**config.mk**
```make
export PLATFORM = sky130hd
export DESIGN_NAME = clk_ratio_gen
export DESIGN_NICKNAME = d
export VERILOG_FILES = /design/src/rtl/clk_ratio_pkg.sv /design/src/rtl/ratio_phase_ctr.sv /design/src/rtl/ratio_cfg_ctrl.sv /design/src/rtl/ratio_strobe_gen.sv /design/src/rtl/clk_ratio_gen.sv
export SDC_FILE = /design/constraint.sdc
export NUM_CORES = 1
export LEC_CHECK = 0
export BUFFER_PORTS_ARGS = -buffer_cell sky130_fd_sc_hd__buf_4
export CORE_AREA = 10 10 55 57
export CTS_CLUSTER_SIZE = 12
export DETAILED_ROUTE_END_ITERATION = 16
export DIE_AREA = 0 0 65 67
export GPL_ROUTABILITY_DRIVEN = 0
export PLACE_DENSITY_LB_ADDON = 0.15
export SETUP_SLACK_MARGIN = 0.15
export SLEW_MARGIN = 20
export SYNTH_ARGS = -nofsm -noshare
export SYNTH_HDL_FRONTEND = slang
export SYNTH_SLANG_ARGS = --single-unit
```
**constraint.sdc**
```tcl
create_clock -name clk -period 3.6 [get_ports clk]
set_input_delay 0.72 -clock clk [delete_from_list [all_inputs] [get_ports clk]]
set_output_delay 0.72 -clock clk [all_outputs]
set_load 0.01 [all_outputs]
```
**src/rtl/clk_ratio_pkg.sv**
```systemverilog
package clk_ratio_pkg;
  localparam int NUM_DOM = 4;
  localparam int FLD_W   = 2;
  localparam int CFG_W   = NUM_DOM * FLD_W;
  localparam int PH_W    = 3;

  localparam int D_CORE = 0;
  localparam int D_BUS  = 1;
  localparam int D_PER  = 2;
  localparam int D_TMR  = 3;

  typedef enum logic [FLD_W-1:0] {
    DIV2    = 2'b00,
    DIV4    = 2'b01,
    DIV8    = 2'b10,
    DIV_RSV = 2'b11
  } div_code_e;

  localparam logic [CFG_W-1:0] CFG_RESET = {NUM_DOM{DIV8}};

  function automatic logic [FLD_W-1:0] fld(input logic [CFG_W-1:0] cfg, input int idx);
    return cfg[idx*FLD_W +: FLD_W];
  endfunction

  // Smaller code means a faster domain.
  function automatic logic cfg_legal(input logic [CFG_W-1:0] cfg);
    logic ok;
    ok = 1'b1;
    for (int d = 0; d < NUM_DOM; d++)
      if (fld(cfg, d) == DIV_RSV) ok = 1'b0;
    if (fld(cfg, D_BUS) != fld(cfg, D_PER)) ok = 1'b0;
    if (fld(cfg, D_TMR) >  fld(cfg, D_PER)) ok = 1'b0;
    if (fld(cfg, D_CORE) > fld(cfg, D_BUS)) ok = 1'b0;
    return ok;
  endfunction

  function automatic logic phase_hit(input logic [FLD_W-1:0] code, input logic [PH_W-1:0] ph);
    case (code)
      DIV2:    return ph[0];
      DIV4:    return &ph[1:0];
      DIV8:    return &ph;
      default: return 1'b0;
    endcase
  endfunction
endpackage

```
**src/rtl/ratio_phase_ctr.sv**
```systemverilog
module ratio_phase_ctr
  import clk_ratio_pkg::*;
#(
  parameter int W = PH_W
) (
  input  logic         clk,
  input  logic         rst_n,
  output logic [W-1:0] phase,
  output logic         wrap
);
  always_ff @(posedge clk or negedge rst_n) begin
    if (!rst_n) phase <= '0;
    else        phase <= phase + 1'b1;
  end

  assign wrap = &phase;
endmodule

```
**src/rtl/ratio_cfg_ctrl.sv**
```systemverilog
module ratio_cfg_ctrl
  import clk_ratio_pkg::*;
#(
  parameter int W = CFG_W
) (
  input  logic         clk,
  input  logic         rst_n,
  input  logic         wr_en,
  input  logic [W-1:0] wr_cfg,
  input  logic         wr_clr_bit,
  input  logic         wrap,
  output logic [W-1:0] active_cfg,
  output logic         err_flag,
  output logic         pend_valid,
  output logic         wr_ok,
  output logic         wr_bad,
  output logic         wr_clr
);
  logic [W-1:0] pend_cfg;
  logic         legal;

  assign legal  = cfg_legal(wr_cfg);
  assign wr_ok  = wr_en &  legal;
  assign wr_bad = wr_en & ~legal;
  assign wr_clr = wr_en &  wr_clr_bit;

  always_ff @(posedge clk or negedge rst_n) begin
    if (!rst_n) begin
      active_cfg <= CFG_RESET;
      pend_cfg   <= CFG_RESET;
      pend_valid <= 1'b0;
      err_flag   <= 1'b0;
    end else begin
      if (wrap && pend_valid) begin
        active_cfg <= pend_cfg;
        pend_valid <= 1'b0;
      end
      if (wr_ok) begin
        pend_cfg   <= wr_cfg;
        pend_valid <= 1'b1;
      end
      if (wr_bad)      err_flag <= 1'b1;
      else if (wr_clr) err_flag <= 1'b0;
    end
  end
endmodule

```
**src/rtl/ratio_strobe_gen.sv**
```systemverilog
module ratio_strobe_gen
  import clk_ratio_pkg::*;
#(
  parameter int N = NUM_DOM
) (
  input  logic [PH_W-1:0]    phase,
  input  logic [N*FLD_W-1:0] cfg,
  output logic [N-1:0]       stb
);
  for (genvar d = 0; d < N; d++) begin : g_dom
    assign stb[d] = phase_hit(cfg[d*FLD_W +: FLD_W], phase);
  end
endmodule

```
**src/rtl/clk_ratio_gen.sv**
```systemverilog
module clk_ratio_gen
  import clk_ratio_pkg::*;
(
  input  logic             clk,
  input  logic             rst_n,
  input  logic             wr_en,
  input  logic [CFG_W:0]   wr_data,
  output logic             core_stb,
  output logic             bus_stb,
  output logic             per_stb,
  output logic             tmr_stb,
  output logic             ckout_en,
  output logic [CFG_W-1:0] active_cfg,
  output logic             err_flag
);
  localparam int CLR_BIT = CFG_W;

  logic [PH_W-1:0]    phase;
  logic               wrap;
  logic               pend_valid;
  logic               wr_ok;
  logic               wr_bad;
  logic               wr_clr;
  logic [NUM_DOM-1:0] stb;

  ratio_phase_ctr #(.W(PH_W)) u_phase (
    .clk   (clk),
    .rst_n (rst_n),
    .phase (phase),
    .wrap  (wrap)
  );

  ratio_cfg_ctrl #(.W(CFG_W)) u_cfg (
    .clk        (clk),
    .rst_n      (rst_n),
    .wr_en      (wr_en),
    .wr_cfg     (wr_data[CFG_W-1:0]),
    .wr_clr_bit (wr_data[CLR_BIT]),
    .wrap       (wrap),
    .active_cfg (active_cfg),
    .err_flag   (err_flag),
    .pend_valid (pend_valid),
    .wr_ok      (wr_ok),
    .wr_bad     (wr_bad),
    .wr_clr     (wr_clr)
  );

  ratio_strobe_gen #(.N(NUM_DOM)) u_stb (
    .phase (phase),
    .cfg   (active_cfg),
    .stb   (stb)
  );

  assign core_stb = stb[D_CORE];
  assign bus_stb  = stb[D_BUS];
  assign per_stb  = stb[D_PER];
  assign tmr_stb  = stb[D_TMR];
  assign ckout_en = bus_stb;
endmodule

```
==> results.json <==
{
  "internal_power_mw": 0.578,
  "ant_nets": 0,
  "end_kind": "output pin",
  "place_hpwl_um": 1570,
  "synth_cells": 81,
  "synth.avg_cell_area_um2": 12.6,
  "cts_root_buf": "clkbuf_4",
  "cp_slowest_cell": "dfrtp_1",
  "cts_max_path_buffers": 2,
  "worst_slack_ns": 1.10,
  "firstDrtPassIters": 3,
  "dr.first_iter.drc_count": 10,
  "grt_max_degree": 22,
  "vias": 683,
  "hold_violations": 0,
  "r2r-end": "u_cfg.active_cfg[4]",
  "total_power_mw": 0.839,
  "reg2reg_from": "u_phase.phase[0]",
  "maxSlewViolCount": 0,
  "core_area_um2": 1940,
  "first_global_vias": 721,
  "slew_headroom": 0.616,
  "path_common_cell": "ha_1",
  "numPortBuffers": 25,
  "nets": 128,
  "globalRouteOverflowTotal": 0,
  "drive_gt1_frac": 0.495,
  "crit_family": "adder cells",
  "setup_viol": 0,
  "place_ws_ns": 0.873,
  "netSwitchingPower_mw": 0.261,
  "finalClockSkew_ns": 0.00412,
  "critical_path_buf_inv_count": 1,
  "cts_setup_buffers": 0,
  "post_synth_num_cell_types": 18,
  "cts_buffers": 3,
  "rows": 16,
  "p_seq_frac": 0.483,
  "syn-num-nets": 99,
  "period_share": 0.693,
  "diodes": 0,
  "p_comb_frac": 0.383,
  "ys_seq_area_frac": 0.523,
  "cts.repair.resized": 0,
  "p_clk_frac": 0.134,
  "grt_pass1_wl_um": 3370,
  "power.leakage_nw": 0.620,
  "drc": 0,
  "r2r_slack_ns": 1.80,
  "htreeDepth": 1,
  "grt.total_usage": 0.0982,
  "ir_worst_vdd_v": 0.000573,
  "fin_crit_ns": 2.50,
  "crit_arrival_ns": 1.78,
  "worst-path-max-fanout": 6,
  "post-place-cells": 132,
  "cts_tree": "done",
  "final_common_cell": "buf_4",
  "finalWirelength_um": 1930,
  "max_freq_mhz": 401,
  "critPathLaunchType": "register",
  "holdCritPathClass": "input pin to async pin",
  "maxCapViolCount": 0,
  "rsz0062_at_grt": "no",
  "ys_ff_latch": 21,
  "vias_per_cell": 5.02,
  "die_area_um2": 4360,
  "cpPeakStageDelay_ns": 0.45,
  "wire_per_inst_um": 14.2,
  "worst-path-stages": 5,
  "fillers": 165,
  "r2r_cells": 4,
  "instances_no_fill": 136,
  "die_h_um": 67,
  "clock_latency_ns": 0.30,
  "worst_pin_slew_ns": 0.574,
  "yosys_warnings": 0,
  "crit_chain": "ha_1 > ha_1 > mux2i_1 > o22ai_1 > buf_4",
  "start_util": 0.527,
  "switching_share": 0.311,
  "hold_buffers": 0,
  "layout_common_cells": "25 x buf_4, 16 x mux2_2, 13 x dfrtp_1",
  "p_per_area_nw_per_um2": 663,
  "ios": 26,
  "crit_required_ns": 2.88,
  "fin_setup_tns_ns": 0,
  "synthToLayoutAreaGrowth_pct": 23.6,
  "cts_sinks": 21,
  "crit_type": "register to output pin",
  "antenna_found_initial": 0,
  "status": "finished clean",
  "die_w_um": 65,
  "clk_pin_slew_ns": 0.11,
  "syn_area_um2": 1020
}
[area by class of cell]
class	instances	area [um2]	area share
multi-input cells	53	458	0.362
clock buffers	3	22.5	0.0178
inverters	6	22.5	0.0178
flip-flops and latches	21	536	0.423
well taps	27	33.8	0.0267
repair buffers	25	188	0.148
clock inverters	1	5.00	0.00396
[worst max path at each step]
stage                              endpoint        startpoint  slack [ns]
final                              ckout_en  u_phase.phase[0]        1.10
after global routing                bus_stb  u_phase.phase[0]        0.90
after floorplan           u_cfg.pend_cfg[0]        wr_data[5]        1.20
after CTS                          ckout_en  u_phase.phase[0]        1.06
after detailed placement  u_cfg.pend_cfg[2]        wr_data[5]        0.87
after global placement    u_cfg.pend_cfg[0]        wr_data[5]        0.90
[state kept, by name, summed over array words and instances, names as in the netlist]
name	count
u_cfg.active_cfg	8
u_cfg.pend_cfg	8
u_phase.phase	3
u_cfg.err_flag	1
u_cfg.pend_valid	1
[cells by family (layout without fill, tap and decap cells)]
logic type | after synthesis | in the layout | synth area share
XOR/XNOR | 1 | 1 | 0.00856
buffers and inverters | 7 | 35 | 0.0293
adder cells (fa/ha/maj) | 6 | 6 | 0.0733
AND/OR/NAND/NOR | 15 | 15 | 0.0831
multiplexers | 20 | 20 | 0.215
flip-flops | 21 | 21 | 0.523
AO/OA/AOI/OAI | 11 | 11 | 0.0672
[synthesized netlist by cell type (all sizes together)]
cell    number  share of area
ha           6          0.073
xnor2        1         0.0086
nor2         1         0.0037
nand2       10          0.037
nor2b        2          0.012
a21o         1         0.0073
o31ai        1         0.0073
a22oi        2          0.015
o22ai        3          0.018
dfstp        8           0.21
o21ai        4          0.020
nor4b        1          0.023
buf          1         0.0073
nand3b       1         0.0073
mux2i        4          0.039
mux2        16           0.18
dfrtp       13           0.32
inv          6          0.022
[layer usage]
layer,track usage,share of wire,wire (um)
met1,0.111,0.46,882
met2,0.155,0.48,918
met3,0.0334,0.044,84
met4,0.0642,0.021,41
met5,0,0,0
[power groups by stage]
stage	Clock, mW	Sequential (mW)	Combinational (mW)
finish	0.112	0.405	0.322
CTS	0.117	0.408	0.331
global placement	0	0.410	0.325
floorplan	0	0.414	0.160
detailed placement	0	0.412	0.331
global route	0.132	0.419	0.352
[metrics by stage]
step           hold slack (ns)  utilization  instance area, um2
2_1_floorplan            0.424            -                1020
3_5_place_dp             0.464        0.637                1240
5_1_grt                  0.243        0.651                1260
3_3_place_gp             0.454        0.637                1240
6_report                 0.267        0.651                1260
4_1_cts                  0.266        0.651                1260
Power figures use the tool's default switching activity.
